$ cat src/rtl/dtmf_cmd_pkg.sv
package dtmf_cmd_pkg;

  localparam int KEY_W   = 4;
  localparam int TONES   = 4;
  localparam int IDX_W   = $clog2(TONES);
  localparam int GROUPS  = 2;

  typedef struct packed {
    logic start;
    logic stop;
  } ctrl_strobe_t;

  typedef enum logic {
    ST_IDLE = 1'b0,
    ST_TONE = 1'b1
  } tone_state_t;

  typedef struct packed {
    logic [IDX_W-1:0] row;
    logic [IDX_W-1:0] col;
  } pair_idx_t;

  // Maps a binary key code onto a (low index, high index) pair.
  function automatic pair_idx_t decode_key(input logic [KEY_W-1:0] code);
    pair_idx_t p;
    case (code)
      4'd1:  p = '{row: 2'd0, col: 2'd0};
      4'd2:  p = '{row: 2'd0, col: 2'd1};
      4'd3:  p = '{row: 2'd0, col: 2'd2};
      4'd4:  p = '{row: 2'd1, col: 2'd0};
      4'd5:  p = '{row: 2'd1, col: 2'd1};
      4'd6:  p = '{row: 2'd1, col: 2'd2};
      4'd7:  p = '{row: 2'd2, col: 2'd0};
      4'd8:  p = '{row: 2'd2, col: 2'd1};
      4'd9:  p = '{row: 2'd2, col: 2'd2};
      4'd10: p = '{row: 2'd3, col: 2'd1};
      4'd11: p = '{row: 2'd3, col: 2'd0};
      4'd12: p = '{row: 2'd3, col: 2'd2};
      4'd13: p = '{row: 2'd0, col: 2'd3};
      4'd14: p = '{row: 2'd1, col: 2'd3};
      4'd15: p = '{row: 2'd2, col: 2'd3};
      default: p = '{row: 2'd3, col: 2'd3};
    endcase
    return p;
  endfunction

endpackage

$ cat src/rtl/dtmf_sync.sv
module dtmf_sync #(
  parameter int STAGES = 2
) (
  input  logic clk,
  input  logic rstN,
  input  logic din,
  output logic dout
);
  logic [STAGES-1:0] chain;

  always_ff @(posedge clk or negedge rstN) begin
    if (!rstN) chain <= '0;
    else       chain <= {chain[STAGES-2:0], din};
  end

  assign dout = chain[STAGES-1];
endmodule

$ cat src/rtl/dtmf_tone_ctrl.sv
module dtmf_tone_ctrl
  import dtmf_cmd_pkg::*;
#(
  parameter int SYNC_STAGES = 2
) (
  input  logic         clk,
  input  logic         rstN,
  input  logic         toneEnAsync,
  output ctrl_strobe_t strobe,
  output logic         mute
);
  logic        enSync;
  logic        enPrev;
  tone_state_t state;
  tone_state_t stateNext;

  dtmf_sync #(.STAGES(SYNC_STAGES)) u_sync (
    .clk  (clk),
    .rstN (rstN),
    .din  (toneEnAsync),
    .dout (enSync)
  );

  always_ff @(posedge clk or negedge rstN) begin
    if (!rstN) enPrev <= 1'b0;
    else       enPrev <= enSync;
  end

  always_comb begin
    strobe.start = enSync && !enPrev && (state == ST_IDLE);
    strobe.stop  = !enSync && (state == ST_TONE);
    stateNext    = state;
    if (strobe.start)     stateNext = ST_TONE;
    else if (strobe.stop) stateNext = ST_IDLE;
  end

  always_ff @(posedge clk or negedge rstN) begin
    if (!rstN) state <= ST_IDLE;
    else       state <= stateNext;
  end

  assign mute = (state == ST_IDLE);


  unmute_on_start_chk: assert property (@(posedge clk) disable iff (!rstN)
    strobe.start |=> !mute);


  mute_after_drop_chk: assert property (@(posedge clk) disable iff (!rstN)
    (!enSync && !mute) |=> mute);


  start_needs_edge_chk: assert property (@(posedge clk) disable iff (!rstN)
    strobe.start |-> $rose(enSync));
endmodule

$ cat src/rtl/dtmf_group_rom.sv
module dtmf_group_rom
  import dtmf_cmd_pkg::*;
#(
  parameter int                       RATIO_W = 8,
  parameter logic [TONES*RATIO_W-1:0] DIVS    = '0
) (
  input  logic [IDX_W-1:0]   idx,
  output logic [RATIO_W-1:0] ratio
);
  assign ratio = DIVS[idx*RATIO_W +: RATIO_W];
endmodule

$ cat src/rtl/dtmf_tone_datapath.sv
module dtmf_tone_datapath
  import dtmf_cmd_pkg::*;
#(
  parameter int                       RATIO_W   = 8,
  parameter logic [TONES*RATIO_W-1:0] LOW_DIVS  = '0,
  parameter logic [TONES*RATIO_W-1:0] HIGH_DIVS = '0
) (
  input  logic               clk,
  input  logic               rstN,
  input  ctrl_strobe_t       strobe,
  input  logic [KEY_W-1:0]   keyCode,
  input  logic               singleToneN,
  input  logic               groupSel,
  output logic [RATIO_W-1:0] lowRatio,
  output logic [RATIO_W-1:0] highRatio,
  output logic               lowRun,
  output logic               highRun
);
  pair_idx_t          pair;
  logic [IDX_W-1:0]   idxArr   [GROUPS];
  logic [RATIO_W-1:0] ratioArr [GROUPS];

  assign pair      = decode_key(keyCode);
  assign idxArr[0] = pair.row;
  assign idxArr[1] = pair.col;

  for (genvar g = 0; g < GROUPS; g++) begin : g_grp
    localparam logic [TONES*RATIO_W-1:0] GDIVS = (g == 0) ? LOW_DIVS : HIGH_DIVS;
    dtmf_group_rom #(.RATIO_W(RATIO_W), .DIVS(GDIVS)) u_rom (
      .idx   (idxArr[g]),
      .ratio (ratioArr[g])
    );
  end

  always_ff @(posedge clk or negedge rstN) begin
    if (!rstN) begin
      lowRatio  <= '0;
      highRatio <= '0;
    end else if (strobe.start) begin
      lowRatio  <= ratioArr[0];
      highRatio <= ratioArr[1];
    end
  end

  always_ff @(posedge clk or negedge rstN) begin
    if (!rstN) begin
      lowRun  <= 1'b0;
      highRun <= 1'b0;
    end else if (strobe.start) begin
      lowRun  <= singleToneN || !groupSel;
      highRun <= singleToneN || groupSel;
    end else if (strobe.stop) begin
      lowRun  <= 1'b0;
      highRun <= 1'b0;
    end
  end


  ratio_hold_chk: assert property (@(posedge clk) disable iff (!rstN)
    !strobe.start |=> ($stable(lowRatio) && $stable(highRatio)));


  single_group_chk: assert property (@(posedge clk) disable iff (!rstN)
    (strobe.start && !singleToneN) |=> ($countones({lowRun, highRun}) == 1));


  run_mode_hold_chk: assert property (@(posedge clk) disable iff (!rstN)
    (!strobe.start && !strobe.stop) |=> ($stable(lowRun) && $stable(highRun)));


  strobe_excl_chk: assert property (@(posedge clk) disable iff (!rstN)
    !(strobe.start && strobe.stop));
endmodule

$ cat src/rtl/dtmf_cmd_ctrl.sv
module dtmf_cmd_ctrl
  import dtmf_cmd_pkg::*;
#(
  parameter int                       SYNC_STAGES = 2,
  parameter int                       RATIO_W     = 8,
  parameter logic [TONES*RATIO_W-1:0] LOW_DIVS    = {8'd136, 8'd150, 8'd166, 8'd184},
  parameter logic [TONES*RATIO_W-1:0] HIGH_DIVS   = {8'd78, 8'd86, 8'd96, 8'd106}
) (
  input  logic               clk,
  input  logic               rstN,
  input  logic               toneEnAsync,
  input  logic [3:0]         keyCode,
  input  logic               singleToneN,
  input  logic               groupSel,
  output logic [RATIO_W-1:0] lowRatio,
  output logic [RATIO_W-1:0] highRatio,
  output logic               lowRun,
  output logic               highRun,
  output logic               mute
);
  ctrl_strobe_t strobe;

  dtmf_tone_ctrl #(.SYNC_STAGES(SYNC_STAGES)) u_ctrl (
    .clk         (clk),
    .rstN        (rstN),
    .toneEnAsync (toneEnAsync),
    .strobe      (strobe),
    .mute        (mute)
  );

  dtmf_tone_datapath #(
    .RATIO_W   (RATIO_W),
    .LOW_DIVS  (LOW_DIVS),
    .HIGH_DIVS (HIGH_DIVS)
  ) u_dp (
    .clk         (clk),
    .rstN        (rstN),
    .strobe      (strobe),
    .keyCode     (keyCode),
    .singleToneN (singleToneN),
    .groupSel    (groupSel),
    .lowRatio    (lowRatio),
    .highRatio   (highRatio),
    .lowRun      (lowRun),
    .highRun     (highRun)
  );


  idle_quiet_chk: assert property (@(posedge clk) disable iff (!rstN)
    mute |-> (!lowRun && !highRun));
endmodule

$ cat config.mk
export PLATFORM = sky130hd
export DESIGN_NAME = dtmf_cmd_ctrl
export DESIGN_NICKNAME = d
export VERILOG_FILES = /design/src/rtl/dtmf_cmd_pkg.sv /design/src/rtl/dtmf_sync.sv /design/src/rtl/dtmf_tone_ctrl.sv /design/src/rtl/dtmf_group_rom.sv /design/src/rtl/dtmf_tone_datapath.sv /design/src/rtl/dtmf_cmd_ctrl.sv
export SDC_FILE = /design/constraint.sdc
export NUM_CORES = 1
export LEC_CHECK = 0
export ABC_AREA = 0
export BUFFER_PORTS_ARGS = -buffer_cell sky130_fd_sc_hd__buf_2
export CAP_MARGIN = 10
export CORE_UTILIZATION = 53
export CTS_CLUSTER_DIAMETER = 120
export DETAILED_ROUTE_END_ITERATION = 8
export PLACE_DENSITY = 0.82
export SYNTH_ARGS = -nofsm -noshare
export SYNTH_HDL_FRONTEND = slang
export SYNTH_SLANG_ARGS = --single-unit
export TNS_END_PERCENT = 20
$ cat constraint.sdc
create_clock -name clk -period 3.22 [get_ports clk]
set_input_delay 0.322 -clock clk [delete_from_list [all_inputs] [get_ports clk]]
set_output_delay 0.322 -clock clk [all_outputs]
set_load 0.03 [all_outputs]
==> results of run 1 <==
==> synth_stat cells <==
library cell,number
sky130_fd_sc_hd__nand2b_1,2
sky130_fd_sc_hd__or3b_1,1
sky130_fd_sc_hd__mux2_2,2
sky130_fd_sc_hd__nor2_1,3
sky130_fd_sc_hd__nor2b_1,1
sky130_fd_sc_hd__o32ai_2,1
sky130_fd_sc_hd__and2_1,1
sky130_fd_sc_hd__or2_2,1
sky130_fd_sc_hd__and2b_2,2
sky130_fd_sc_hd__a31oi_1,4
sky130_fd_sc_hd__a21boi_0,1
sky130_fd_sc_hd__o21ai_0,6
sky130_fd_sc_hd__ha_1,9
sky130_fd_sc_hd__o21a_1,1
sky130_fd_sc_hd__dfrtp_1,16
sky130_fd_sc_hd__or2b_1,1
sky130_fd_sc_hd__a22o_1,1
sky130_fd_sc_hd__mux4_2,1
sky130_fd_sc_hd__a21oi_1,1
sky130_fd_sc_hd__nor3b_2,1
sky130_fd_sc_hd__mux2i_1,2
sky130_fd_sc_hd__conb_1,1
sky130_fd_sc_hd__xnor2_1,2
sky130_fd_sc_hd__a211o_1,1
sky130_fd_sc_hd__nand2_1,13
sky130_fd_sc_hd__buf_6,1
sky130_fd_sc_hd__buf_4,7
sky130_fd_sc_hd__nand3_1,1
sky130_fd_sc_hd__inv_1,7
==> timing repair <==
item                                    CTS  global route
endpoints found under the setup margin    0             0
hold buffers                              1             0
endpoints found under the hold margin    16             0
==> sequential cells by signal, indices dropped and copies added (netlist names) <==
register             flops
u_ctrl.state             1
u_dp.highRatio           6
u_ctrl.enPrev            1
u_dp.lowRun              1
u_dp.lowRatio            4
u_dp.highRun             1
u_ctrl.u_sync.chain      2
==> worst max-delay path, stage by stage <==
cell                      delay, ps
sky130_fd_sc_hd__buf_2          160
sky130_fd_sc_hd__inv_1          110
sky130_fd_sc_hd__ha_1           350
sky130_fd_sc_hd__nor2_1          60
sky130_fd_sc_hd__o32ai_2        350
sky130_fd_sc_hd__inv_1           80
sky130_fd_sc_hd__ha_1           200
sky130_fd_sc_hd__nand2_1         50
sky130_fd_sc_hd__nand2_1         50
==> power groups by stage <==
| stage | Clock [mW] | Combinational [mW] | Sequential [mW] |
|---|---|---|---|
| after floorplan | 0 | 0.0771 | 0.303 |
| after detailed placement | 0 | 0.174 | 0.250 |
| after CTS | 0.132 | 0.175 | 0.246 |
| final | 0.129 | 0.173 | 0.246 |
| after global placement | 0 | 0.170 | 0.250 |
| after global routing | 0.143 | 0.189 | 0.250 |
==> cells by family (layout without fill, tap and decap cells) <==
kind of cell	Yosys count	after routing
DFF	16	16
other	1	4
xor gates and xnor gates	2	2
and+or+nand+nor	27	27
buffers and inverters	15	35
muxes	5	5
AOI/OAI and AO/OA	16	16
adders and majority gates	9	9
==> worst max path at each step <==
stage | from | to | slack, ps | cells past startpoint
after global routing | keyCode[0] | u_dp.highRatio[3] | 1570 | 8
after detailed placement | keyCode[0] | u_dp.highRatio[3] | 1350 | 8
after global placement | keyCode[0] | u_dp.highRatio[3] | 1420 | 8
after CTS | keyCode[0] | u_dp.highRatio[3] | 1650 | 8
after floorplan | keyCode[1] | u_dp.highRatio[3] | 1690 | 7
final | keyCode[0] | u_dp.highRatio[4] | 1650 | 9
==> area by class of cell <==
cell class | count | share of cell area (%)
Multi-Input combinational cell | 63 | 43.2
Sequential cell | 16 | 37.4
Timing Repair Buffer | 24 | 11.7
Clock buffer | 4 | 3.39
Inverter | 7 | 2.46
Tap cell | 16 | 1.87
==> routing by layer <==
| metal | routed length, um | global-route usage [%] | vias up |
|---|---|---|---|
| met1 | 680 | 20.9 | 308 |
| met4 | 17 | 7.27 | 0 |
| li1 | - | - | 337 |
| met5 | 0 | 0 | - |
| met3 | 61 | 4.08 | 2 |
| met2 | 700 | 29.1 | 19 |
==> through the flow <==
| step | worst slack (ps) | std cells | hold WS, ps | total power [mW] | util (%) |
|---|---|---|---|---|---|
| 2_1_floorplan | 1690 | 94 | 26.4 | 0.380 | - |
| 4_1_cts | 1650 | 130 | 136 | 0.554 | 67.9 |
| 6_report | 1650 | 130 | 139 | 0.548 | 67.9 |
| 3_3_place_gp | 1420 | 125 | 243 | 0.420 | 64.9 |
| 3_5_place_dp | 1350 | 125 | 254 | 0.424 | 64.9 |
| 5_1_grt | 1570 | 130 | 127 | 0.583 | 67.9 |
==> load_flow_metrics.sql, run 1 <==
INSERT INTO impl_metrics (metric_group, metric, value, unit) VALUES
('run_status', 'run_status', 'complete, but fails checks', ''),
('run_status', 'violations', 'design-rule violations', ''),
('final_layout', 'final_layout_size_suffix_gt1_share', '30.7', '%'),
('yosys', 'netlist-cell-type-count', '29', ''),
('timing', 'finalHoldViolCount', '0', ''),
('timing', 'timing.setup.tns', '0', 'ps'),
('cts', 'cts_setup_buffers', '0', ''),
('worst_setup_path', 'reg2reg_slack', '1770', 'ps'),
('drt', 'post-route-drc-count', '3', ''),
('worst_setup_path', 'reg2regPathDepth', '3', ''),
('timing', 'final.period_utilization', '48.8', '%'),
('power', 'swShare', '35.3', '%'),
('worst_setup_path', 'critPathMaxFanout', '8', ''),
('cts', 'cts.path.max_buffers', '2', ''),
('power', 'p_seq_share', '44.8', '%'),
('grt', 'grt_pass1_vias', '578', ''),
('die', 'core_area', '1580', 'sq um'),
('drt', 'postRouteAntennaNets', '0', ''),
('final_layout', 'finish.instance_area', '1070', 'sq um'),
('power', 'worst_ir_drop_vdd', '0.234', 'mV'),
('cts', 'clkSlewWorstSetupHoldPaths', '100', 'ps'),
('die', 'dieArea', '1950', 'sq um'),
('yosys', 'cells_after_synthesis', '91', ''),
('placement', 'postPlaceCellArea', '1020', 'sq um'),
('power', 'power.internal', '0.355', 'mW'),
('timing', 'min_period', '1570', 'ps'),
('grt', 'global_route_wire_length_before_repair', '2450', 'um'),
('grt', 'grt_start_max_net_pins', '17', ''),
('flow_run', 'timing.max_cap.violations', '0', ''),
('power', 'power_frac_clock', '23.5', '%'),
('drt', 'drt-initial-drc-count', '10', ''),
('cts', 'clock_sinks', '16', ''),
('power', 'power_per_cell_area', '512', 'nW/um^2'),
('die', 'number_of_core_rows', '14', ''),
('final_layout', 'multiInputGateArea', '462', 'sq um'),
('die', 'dieHeight', '44.1', 'um'),
('yosys', 'synth-xor-area-share', '1.86', '%'),
('final_layout', 'finish.net_count', '133', ''),
('yosys', 'fraction_of_the_mapped_netlist_area_in_adder_cells', '12.0', '%'),
('final_layout', 'fillCellCount', '125', ''),
('yosys', 'synth_top_area_share', '42.6', '%'),
('drt', 'detailedRoute.firstPassIterationCount', '6', ''),
('yosys', 'synthTopCellsByArea', 'sky130_fd_sc_hd__dfrtp_1 43%, sky130_fd_sc_hd__ha_1 12%, sky130_fd_sc_hd__buf_4 5.6%, sky130_fd_sc_hd__nand2_1 5.2%, sky130_fd_sc_hd__o21ai_0 3.2%', ''),
('hold_path', 'holdCritPathClass', 'in2reg', ''),
('yosys', 'main_combinational_cell_family_by_area_after_synthesis', 'simple AND/OR/NAND/NOR gates', ''),
('hold_path', 'hold_path.startpoint', 'toneEnAsync', ''),
('power', 'comb_power_share', '31.7', '%'),
('yosys', 'synthSimpleGateAreaFrac', '15.2', '%'),
('yosys', 'post_synth.cell_area_avg', '10.3', 'sq um'),
('worst_setup_path', 'worst-setup-path-type', 'in2reg', ''),
('die', 'top_level_ports', '28', ''),
('timing', 'fin_worst_skew', '10.2', 'ps'),
('yosys', 'synth-compound-area-share', '11.6', '%'),
('hold_path', 'hold_crit_endpoint', 'u_ctrl.u_sync.chain[0]', ''),
('worst_setup_path', 'critical_path.startpoint_type', 'primary input', ''),
('drt', 'routed_wl', '1460', 'um'),
('yosys', 'synth.area.mux_share', '6.91', '%'),
('worst_setup_path', 'worst_ep_arrival_time', '1740', 'ps'),
('hold_path', 'hold_depth', '1', ''),
('yosys', 'post_synth_instance_area', '941', 'sq um'),
('grt', 'grt.total_usage', '17.2', '%'),
('die', 'initial_utilization', '59.7', '%'),
('final_layout', 'final_common_cell', 'sky130_fd_sc_hd__buf_2', ''),
('power', 'net-switching-power', '0.193', 'mW'),
('yosys', 'synthesis.yosys.warnings', '0', ''),
('timing', 'grt_setup_unrepaired', 'no', ''),
('drt', 'post_drt_via_cell_ratio', '5.12', ''),
('worst_setup_path', 'rr_endpoint', 'u_dp.lowRatio[3]', ''),
('cts', 'htree_levels', '1', ''),
('worst_setup_path', 'worst_r2r_startpoint', 'u_ctrl.u_sync.chain[1]', ''),
('final_layout', 'num_antenna_cells', '0', '');
(Power assumes the default switching activity.)
==> run 2, diff against run 1 <==
--- a/config.mk
+++ b/config.mk
@@ -5,13 +5,13 @@
 export SDC_FILE = /design/constraint.sdc
 export NUM_CORES = 1
 export LEC_CHECK = 0
-export ABC_AREA = 0
+export ABC_AREA = 1
 export BUFFER_PORTS_ARGS = -buffer_cell sky130_fd_sc_hd__buf_2
 export CAP_MARGIN = 10
-export CORE_UTILIZATION = 53
+export CORE_UTILIZATION = 49
 export CTS_CLUSTER_DIAMETER = 120
 export DETAILED_ROUTE_END_ITERATION = 8
-export PLACE_DENSITY = 0.82
+export PLACE_DENSITY = 0.77
 export SYNTH_ARGS = -nofsm -noshare
 export SYNTH_HDL_FRONTEND = slang
 export SYNTH_SLANG_ARGS = --single-unit
==> constraint.sdc (replaced) <==
create_clock -name clk -period 1.6 [get_ports clk]
set_input_delay 0.16 -clock clk [delete_from_list [all_inputs] [get_ports clk]]
set_output_delay 0.16 -clock clk [all_outputs]
set_load 0.03 [all_outputs]
==> run 2 against run 1 <==
The run now ends clean; critical path type unchanged; final cell count is 25% higher; register-to-register slack worse by 1400 ps; clock power is 58% higher; clock-buffer cell count is 1 lower; largest power group unchanged; sequential share of layout area is 0.30 points lower; first-iteration DRC count is 50% higher; clock skew is 5.3 ps lower.
==> load_flow_metrics.sql, run 2 <==
INSERT INTO impl_metrics (metric_group, metric, value, unit) VALUES
('yosys', 'cells_after_synthesis', '113', ''),
('yosys', 'ys_seq_area_share', '43.3', '%'),
('flow_run', 'timing.max_cap.violations', '0', ''),
('drt', 'routed_wl', '1530', 'um'),
('grt', 'globalRouteOverflowTotal', '0', ''),
('final_layout', 'biggest_registers_after_layout', 'u_dp.highRatio x6, u_dp.lowRatio x4, u_ctrl.u_sync.chain x2', ''),
('timing', 'final.period_utilization', '80.3', '%'),
('drt', 'post-route-drc-count', '0', ''),
('placement', 'postPlaceCellArea', '1040', 'sq um'),
('die', 'dieArea', '2060', 'sq um'),
('drt', 'route.detailed.wl_per_inst', '9.38', 'um'),
('worst_setup_path', 'critical_path.startpoint_type', 'primary input', ''),
('grt', 'antenna_found_initial', '0', ''),
('worst_setup_path', 'critPathMaxFanout', '6', ''),
('worst_setup_path', 'worst_ep_arrival_time', '1460', 'ps'),
('timing', 'finalHoldViolCount', '0', ''),
('timing', 'timing.setup.tns', '0', 'ps'),
('yosys', 'synthesis.yosys.warnings', '0', ''),
('final_layout', 'largest_register_ffs', '6', ''),
('die', 'number_of_core_rows', '15', ''),
('yosys', 'synth_seq_cells', '16', ''),
('worst_setup_path', 'worst-setup-path-type', 'in2reg', ''),
('worst_setup_path', 'worst_setup_path_startpoint', 'keyCode[0]', ''),
('die', 'dieHeight', '45.4', 'um'),
('final_layout', 'fillCellCount', '175', ''),
('die', 'initial_utilization', '53.0', '%'),
('timing', 'fin_worst_skew', '4.95', 'ps'),
('final_layout', 'final_core_utilization', '61.8', '%'),
('final_layout', 'register_with_the_most_flip_flops', 'u_dp.highRatio', ''),
('worst_setup_path', 'worst_r2r_startpoint', 'u_ctrl.enPrev', ''),
('die', 'floorplan.die.width', '45.4', 'um'),
('die', 'top_level_ports', '28', ''),
('final_layout', 'finish.instance_area', '1080', 'sq um'),
('cts', 'cts_setup_buffers', '0', ''),
('yosys', 'synth-main-ff-cell', 'sky130_fd_sc_hd__dfrtp_1', ''),
('drt', 'postRouteAntennaNets', '0', ''),
('placement', 'buffer_ports.inserted', '23', ''),
('hold_path', 'holdCritPathClass', 'in2reg', ''),
('yosys', 'count_of_flip_flops_with_a_built_in_enable_after_synthesis', '0', ''),
('grt', 'grt_pass1_vias', '643', ''),
('final_layout', 'layout.cells.most_common_list', '43 x sky130_fd_sc_hd__nand2_1, 23 x sky130_fd_sc_hd__buf_2, 16 x sky130_fd_sc_hd__dfrtp_1, 13 x sky130_fd_sc_hd__inv_1', ''),
('final_layout', 'layout.cells.non_filler', '163', ''),
('cts', 'cts.path.max_buffers', '2', ''),
('worst_setup_path', 'endpoint_kind', 'flop', ''),
('yosys', 'synthArstFlopShare', '100', '%'),
('grt', 'grt_start_max_net_pins', '17', ''),
('cts', 'cts.root.buffer_cell', 'sky130_fd_sc_hd__clkbuf_4', ''),
('drt', 'detailedRoute.firstPassIterationCount', '4', ''),
('cts', 'htree_levels', '1', ''),
('yosys', 'synth_top_area_share', '43.3', '%'),
('die', 'core_area', '1750', 'sq um'),
('cts', 'cts_tree', 'yes', ''),
('drt', 'drt-initial-drc-count', '15', ''),
('final_layout', 'num_antenna_cells', '0', ''),
('placement', 'numPlacedInstances', '158', ''),
('final_layout', 'finish.net_count', '158', ''),
('final_layout', 'multiInputGateArea', '422', 'sq um'),
('timing', 'finalSetupViolations', '0', ''),
('timing', 'grt_setup_unrepaired', 'no', ''),
('placement', 'post_detailed_placement_half_perimeter_wirelength', '1190', 'um'),
('power', 'lkg_pwr', '0.616', 'nW'),
('final_layout', 'layout-area-overhead-vs-synth', '16.6', '%'),
('cts', 'insertion_delay', '280', 'ps'),
('worst_setup_path', 'critical_path_required', '1780', 'ps'),
('cts', 'clkSlewWorstSetupHoldPaths', '90', 'ps'),
('placement', 'gp_weighted_congestion', '0.757', ''),
('final_layout', 'final_common_cell', 'sky130_fd_sc_hd__nand2_1', ''),
('timing', 'slew_viol_final', '0', ''),
('yosys', 'post_synth_instance_area', '925', 'sq um'),
('power', 'power_per_cell_area', '974', 'nW/um^2'),
('timing', 'min_period', '1280', 'ps'),
('cts', 'clock_sinks', '16', ''),
('grt', 'global_route_wire_length_before_repair', '2550', 'um'),
('yosys', 'netlist.top_cell.by_area', 'sky130_fd_sc_hd__dfrtp_1', ''),
('timing', 'achievable-frequency', '0.779', 'GHz'),
('final_layout', 'final_layout_size_suffix_gt1_share', '23.9', '%'),
('cts', 'cts_inserted_buffers', '3', ''),
('yosys', 'post_synth.cell_area_avg', '8.18', 'sq um'),
('hold_path', 'hold_path.startpoint', 'singleToneN', ''),
('yosys', 'synth_most_common_cell', 'sky130_fd_sc_hd__nand2_1', ''),
('drt', 'routed-via-count', '735', ''),
('final_layout', 'layout.area.seq', '400', 'sq um'),
('drt', 'post_drt_via_cell_ratio', '4.51', ''),
('run_status', 'run_status', 'completed', ''),
('yosys', 'post_synth_most_frequent_cells', '43 x sky130_fd_sc_hd__nand2_1, 16 x sky130_fd_sc_hd__dfrtp_1, 13 x sky130_fd_sc_hd__inv_1', ''),
('power', 'worst_ir_drop_vdd', '0.896', 'mV'),
('yosys', 'netlist-cell-type-count', '17', ''),
('yosys', 'synthTopCellsByArea', 'sky130_fd_sc_hd__dfrtp_1 43%, sky130_fd_sc_hd__nand2_1 17%, sky130_fd_sc_hd__ha_1 12%, sky130_fd_sc_hd__inv_1 5.3%, sky130_fd_sc_hd__o21ai_0 4.9%', ''),
('grt', 'grt.total_usage', '17.7', '%');
## run 2: changes by cell type after synthesis, sizes merged, moves of 3 or more
cell	delta
nor2	-3
a31oi	-4
nand3	+4
inv	+7
o21ai	+6
nand2	+30
## run 2: cell type report
class	count	share of cell area [%]
inverters	14	4.87
well taps	25	2.90
repair buffers	27	13.9
multi-input cells	78	39.1
clock buffers	3	2.09
flip-flops and latches	16	37.1
## run 2: cells by family (layout without fill, tap and decap cells)
logic type | count (synthesis) | count (layout) | share of synthesized area (%)
and+or+nand+nor | 50 | 50 | 22.6
buffers and inverters | 22 | 44 | 12.3
DFF | 16 | 16 | 43.3
AOI/OAI and AO/OA | 15 | 15 | 9.20
adders and majority gates | 9 | 9 | 12.2
other | 1 | 4 | 0.406
## run 2: worst paths after layout
| check | to | slack, ps | depth (start not counted) |
|---|---|---|---|
| worst max register to register | u_dp.highRun | 410 | 4 |
| worst max-delay path | u_dp.highRatio[3] | 320 | 10 |
| max in group asynchronous | u_dp.highRatio[3] | 1040 | 2 |
| worst min-delay path | u_dp.lowRun | 110 | 3 |
| min in group asynchronous | u_dp.lowRun | 300 | 2 |
| worst min register to register | u_ctrl.u_sync.chain[1] | 350 | 0 |
## run 2: layer usage
layer	GRT usage [%]	up-vias	wire length, um
met5	0	-	0
met2	28.6	17	696
met3	8.33	2	87
met4	4.85	0	4
li1	-	393	-
met1	21.0	323	740
## run 2: report_power, final
group          internal [mW]  leakage (nW)  switching, mW  total, mW
Combinational          0.106         0.411          0.251      0.356
Sequential             0.461         0.191         0.0288      0.490
Clock                 0.0875        0.0138          0.117      0.204
## run 2: timing repair
item | CTS | global route
resized for setup | 0 | 0
hold endpoints to repair | 17 | 0
hold buffers | 2 | 0
setup endpoints to repair | 0 | 0
## run 2: through the flow
stage	hold slack, ps	total power, mW	setup WS [ps]
2_1_floorplan	-136	0.762	265
3_3_place_gp	81.8	0.846	81.7
3_5_place_dp	86.1	0.853	8.26
4_1_cts	108	1.06	321
5_1_grt	155	1.12	210
6_report	115	1.05	316
## run 2: worst max-delay path, cell delays in order
cell                      delay, ps
sky130_fd_sc_hd__buf_2          140
sky130_fd_sc_hd__inv_1           90
sky130_fd_sc_hd__ha_1           340
sky130_fd_sc_hd__o21ai_0        160
sky130_fd_sc_hd__nand2_1         70
sky130_fd_sc_hd__nand2_1         70
sky130_fd_sc_hd__inv_1           40
sky130_fd_sc_hd__ha_1           270
sky130_fd_sc_hd__nand2_1         70
sky130_fd_sc_hd__nand2_1         50
==> run 3, diff against run 2 <==
--- a/config.mk
+++ b/config.mk
@@ -8,10 +8,10 @@
 export ABC_AREA = 1
 export BUFFER_PORTS_ARGS = -buffer_cell sky130_fd_sc_hd__buf_2
 export CAP_MARGIN = 10
-export CORE_UTILIZATION = 49
+export CORE_UTILIZATION = 45
 export CTS_CLUSTER_DIAMETER = 120
 export DETAILED_ROUTE_END_ITERATION = 8
-export PLACE_DENSITY = 0.77
+export PLACE_DENSITY = 0.74
 export SYNTH_ARGS = -nofsm -noshare
 export SYNTH_HDL_FRONTEND = slang
 export SYNTH_SLANG_ARGS = --single-unit
==> constraint.sdc (replaced) <==
create_clock -name clk -period 1.18 [get_ports clk]
set_input_delay 0.118 -clock clk [delete_from_list [all_inputs] [get_ports clk]]
set_output_delay 0.118 -clock clk [all_outputs]
set_load 0.03 [all_outputs]
==> run 3 against run 2 <==
Die area is 8.5% higher; via count is 8.0% higher; register-to-register slack worse by 390 ps; clock-buffer cell count is 1 higher; final cell count is 8.6% higher; non-clock buffer count is 11 higher; core utilization is 0.45 points higher; sequential share of layout area is 4.0 points lower; total power is 48% higher; combinational power is 47% higher; hold slack worse by 22 ps; critical path type is now reg2reg; routed wire length is 11% higher.
==> load_flow_metrics.sql, run 3 (synthesis gave the netlist of run 2 again) <==
INSERT INTO impl_metrics (metric_group, metric, value, unit) VALUES
('power', 'lkg_pwr', '0.671', 'nW'),
('grt', 'grt_pass1_vias', '706', ''),
('timing', 'post-route-worst-setup-slack', '16.2', 'ps'),
('final_layout', 'final_common_cell', 'sky130_fd_sc_hd__nand2_1', ''),
('timing', 'final.period_utilization', '98.6', '%'),
('grt', 'grt_start_max_net_pins', '17', ''),
('timing', 'slew_viol_final', '0', ''),
('power', 'worst_ir_drop_vdd', '1.01', 'mV'),
('grt', 'global_route_wire_length_before_repair', '2770', 'um'),
('die', 'dieArea', '2240', 'sq um'),
('grt', 'grt.total_usage', '18.2', '%'),
('final_layout', 'register_with_the_most_flip_flops', 'u_dp.highRatio', ''),
('cts', 'cts_tree', 'yes', ''),
('drt', 'routed-via-count', '794', ''),
('die', 'dieHeight', '47.3', 'um'),
('final_layout', 'largest_register_ffs', '6', ''),
('final_layout', 'final_layout_size_suffix_gt1_share', '33.3', '%'),
('final_layout', 'num_antenna_cells', '0', ''),
('hold_path', 'holdCritPathClass', 'in2reg', ''),
('placement', 'dp_slack', '-285', 'ps'),
('hold_path', 'hold_depth', '3', ''),
('worst_setup_path', 'endpoint_kind', 'flop', ''),
('worst_setup_path', 'worst_r2r_startpoint', 'u_ctrl.enPrev', ''),
('cts', 'cts_inserted_buffers', '3', ''),
('placement', 'gp_weighted_congestion', '0.784', ''),
('placement', 'buffer_ports.inserted', '23', ''),
('placement', 'numPlacedInstances', '168', ''),
('power', 'power_per_cell_area', '1280', 'nW/um^2'),
('run_status', 'run_status', 'completed', ''),
('drt', 'detailedRoute.firstPassIterationCount', '3', ''),
('die', 'number_of_core_rows', '16', ''),
('final_layout', 'finish.net_count', '169', ''),
('hold_path', 'hold_path.startpoint', 'groupSel', ''),
('flow_run', 'timing.max_cap.violations', '0', ''),
('final_layout', 'layout-area-overhead-vs-synth', '30.7', '%'),
('drt', 'post_drt_via_cell_ratio', '4.49', ''),
('cts', 'clkSlewWorstSetupHoldPaths', '90', 'ps'),
('timing', 'finalSetupViolations', '0', ''),
('placement', 'post_detailed_placement_half_perimeter_wirelength', '1340', 'um'),
('hold_path', 'hold_crit_endpoint', 'u_dp.highRun', ''),
('worst_setup_path', 'worst_ep_arrival_time', '1340', 'ps'),
('grt', 'globalRouteOverflowTotal', '0', ''),
('worst_setup_path', 'worst-setup-path-type', 'reg2reg', ''),
('worst_setup_path', 'critPathMaxFanout', '8', ''),
('timing', 'finalHoldViolCount', '0', ''),
('cts', 'cts.root.buffer_cell', 'sky130_fd_sc_hd__clkbuf_4', ''),
('drt', 'post-route-drc-count', '0', ''),
('drt', 'drt-initial-drc-count', '11', ''),
('drt', 'routed_wl', '1690', 'um'),
('worst_setup_path', 'critical_path.startpoint_type', 'flop', ''),
('timing', 'fin_worst_skew', '5.70', 'ps'),
('grt', 'antenna_found_initial', '0', ''),
('placement', 'postPlaceCellArea', '1110', 'sq um'),
('worst_setup_path', 'rr_endpoint', 'u_dp.highRatio[2]', ''),
('worst_setup_path', 'critical_path_required', '1360', 'ps'),
('worst_setup_path', 'reg2reg_slack', '20', 'ps'),
('final_layout', 'layout.cells.non_filler', '177', ''),
('final_layout', 'final_core_utilization', '62.2', '%'),
('power', 'fin_total_pwr', '1.55', 'mW'),
('cts', 'insertion_delay', '290', 'ps'),
('timing', 'min_period', '1160', 'ps'),
('die', 'floorplan.die.width', '47.3', 'um'),
('cts', 'clock_sinks', '16', ''),
('timing', 'grt_setup_unrepaired', 'yes', ''),
('drt', 'route.detailed.wl_per_inst', '9.56', 'um'),
('cts', 'cts.path.max_buffers', '2', ''),
('timing', 'achievable-frequency', '0.859', 'GHz'),
('die', 'initial_utilization', '47.6', '%'),
('final_layout', 'layout.cells.most_common_list', '42 x sky130_fd_sc_hd__nand2_1, 22 x sky130_fd_sc_hd__buf_2, 16 x sky130_fd_sc_hd__dfrtp_1, 11 x sky130_fd_sc_hd__buf_4, 10 x sky130_fd_sc_hd__inv_1', ''),
('die', 'top_level_ports', '28', ''),
('drt', 'postRouteAntennaNets', '0', ''),
('final_layout', 'biggest_registers_after_layout', 'u_dp.highRatio x6, u_dp.lowRatio x4, u_ctrl.u_sync.chain x2', ''),
('final_layout', 'finish.instance_area', '1210', 'sq um'),
('cts', 'htree_levels', '1', ''),
('worst_setup_path', 'reg2regPathDepth', '5', ''),
('die', 'core_area', '1940', 'sq um');
run 3: layout make-up:
cell class              instances  area, sq um
clock buffers                   4         36.3
fillers                       186          733
multi-input cells              78          437
flip-flops and latches         16          400
repair buffers                 38          243
well taps                      27         33.8
inverters                      14         58.8
run 3: through the flow:
step | setup TNS (ps) | hold WS, ps
2_1_floorplan | -20.6 | -178
3_3_place_gp | -570 | 38.2
3_5_place_dp | -868 | 48.7
4_1_cts | 0 | 79.0
5_1_grt | -277 | 111
6_report | 0 | 92.3
run 3: worst max-delay path, cell delays in order (launching register included):
cell and delay, ps:
sky130_fd_sc_hd__dfrtp_1 410, sky130_fd_sc_hd__nor3_4 300, sky130_fd_sc_hd__inv_4 90, sky130_fd_sc_hd__buf_4 160, sky130_fd_sc_hd__nand2_1 50, sky130_fd_sc_hd__nand2_1 50
run 3: how the worst max path moves through the flow:
| stage | slack (ps) | startpoint | end | depth (start not counted) |
|---|---|---|---|---|
| floorplan | -20 | keyCode[0] | u_dp.highRatio[3] | 9 |
| global placement | -220 | keyCode[0] | u_dp.highRatio[3] | 10 |
| detailed placement | -290 | keyCode[0] | u_dp.highRatio[3] | 10 |
| CTS | 20 | u_ctrl.u_sync.chain[1] | u_dp.highRatio[6] | 5 |
| global route | -50 | u_ctrl.enPrev | u_dp.highRatio[3] | 5 |
| finish | 20 | u_ctrl.enPrev | u_dp.highRatio[2] | 5 |
run 3: per-layer routing:
layer  track usage (%)  wire, um
met4              3.43         0
met3              8.08        69
met5                 0         0
met2              31.8       880
met1              20.5       743
run 3: timing repair:
action                                 CTS  global route
endpoints found under the hold margin   17             0
setup endpoints to repair                2             7
setup buffers                            2             2
hold buffers                             2             0
gates resized for setup                  2             4
pin swaps                                1             2
run 3: power by group:
group | total (mW) | switching (mW) | leakage (nW) | internal, mW
combinational | 0.525 | 0.351 | 0.459 | 0.174
sequential | 0.668 | 0.0430 | 0.191 | 0.625
clock | 0.357 | 0.169 | 0.0210 | 0.188
total | 1.55 | 0.563 | 0.671 | 0.988
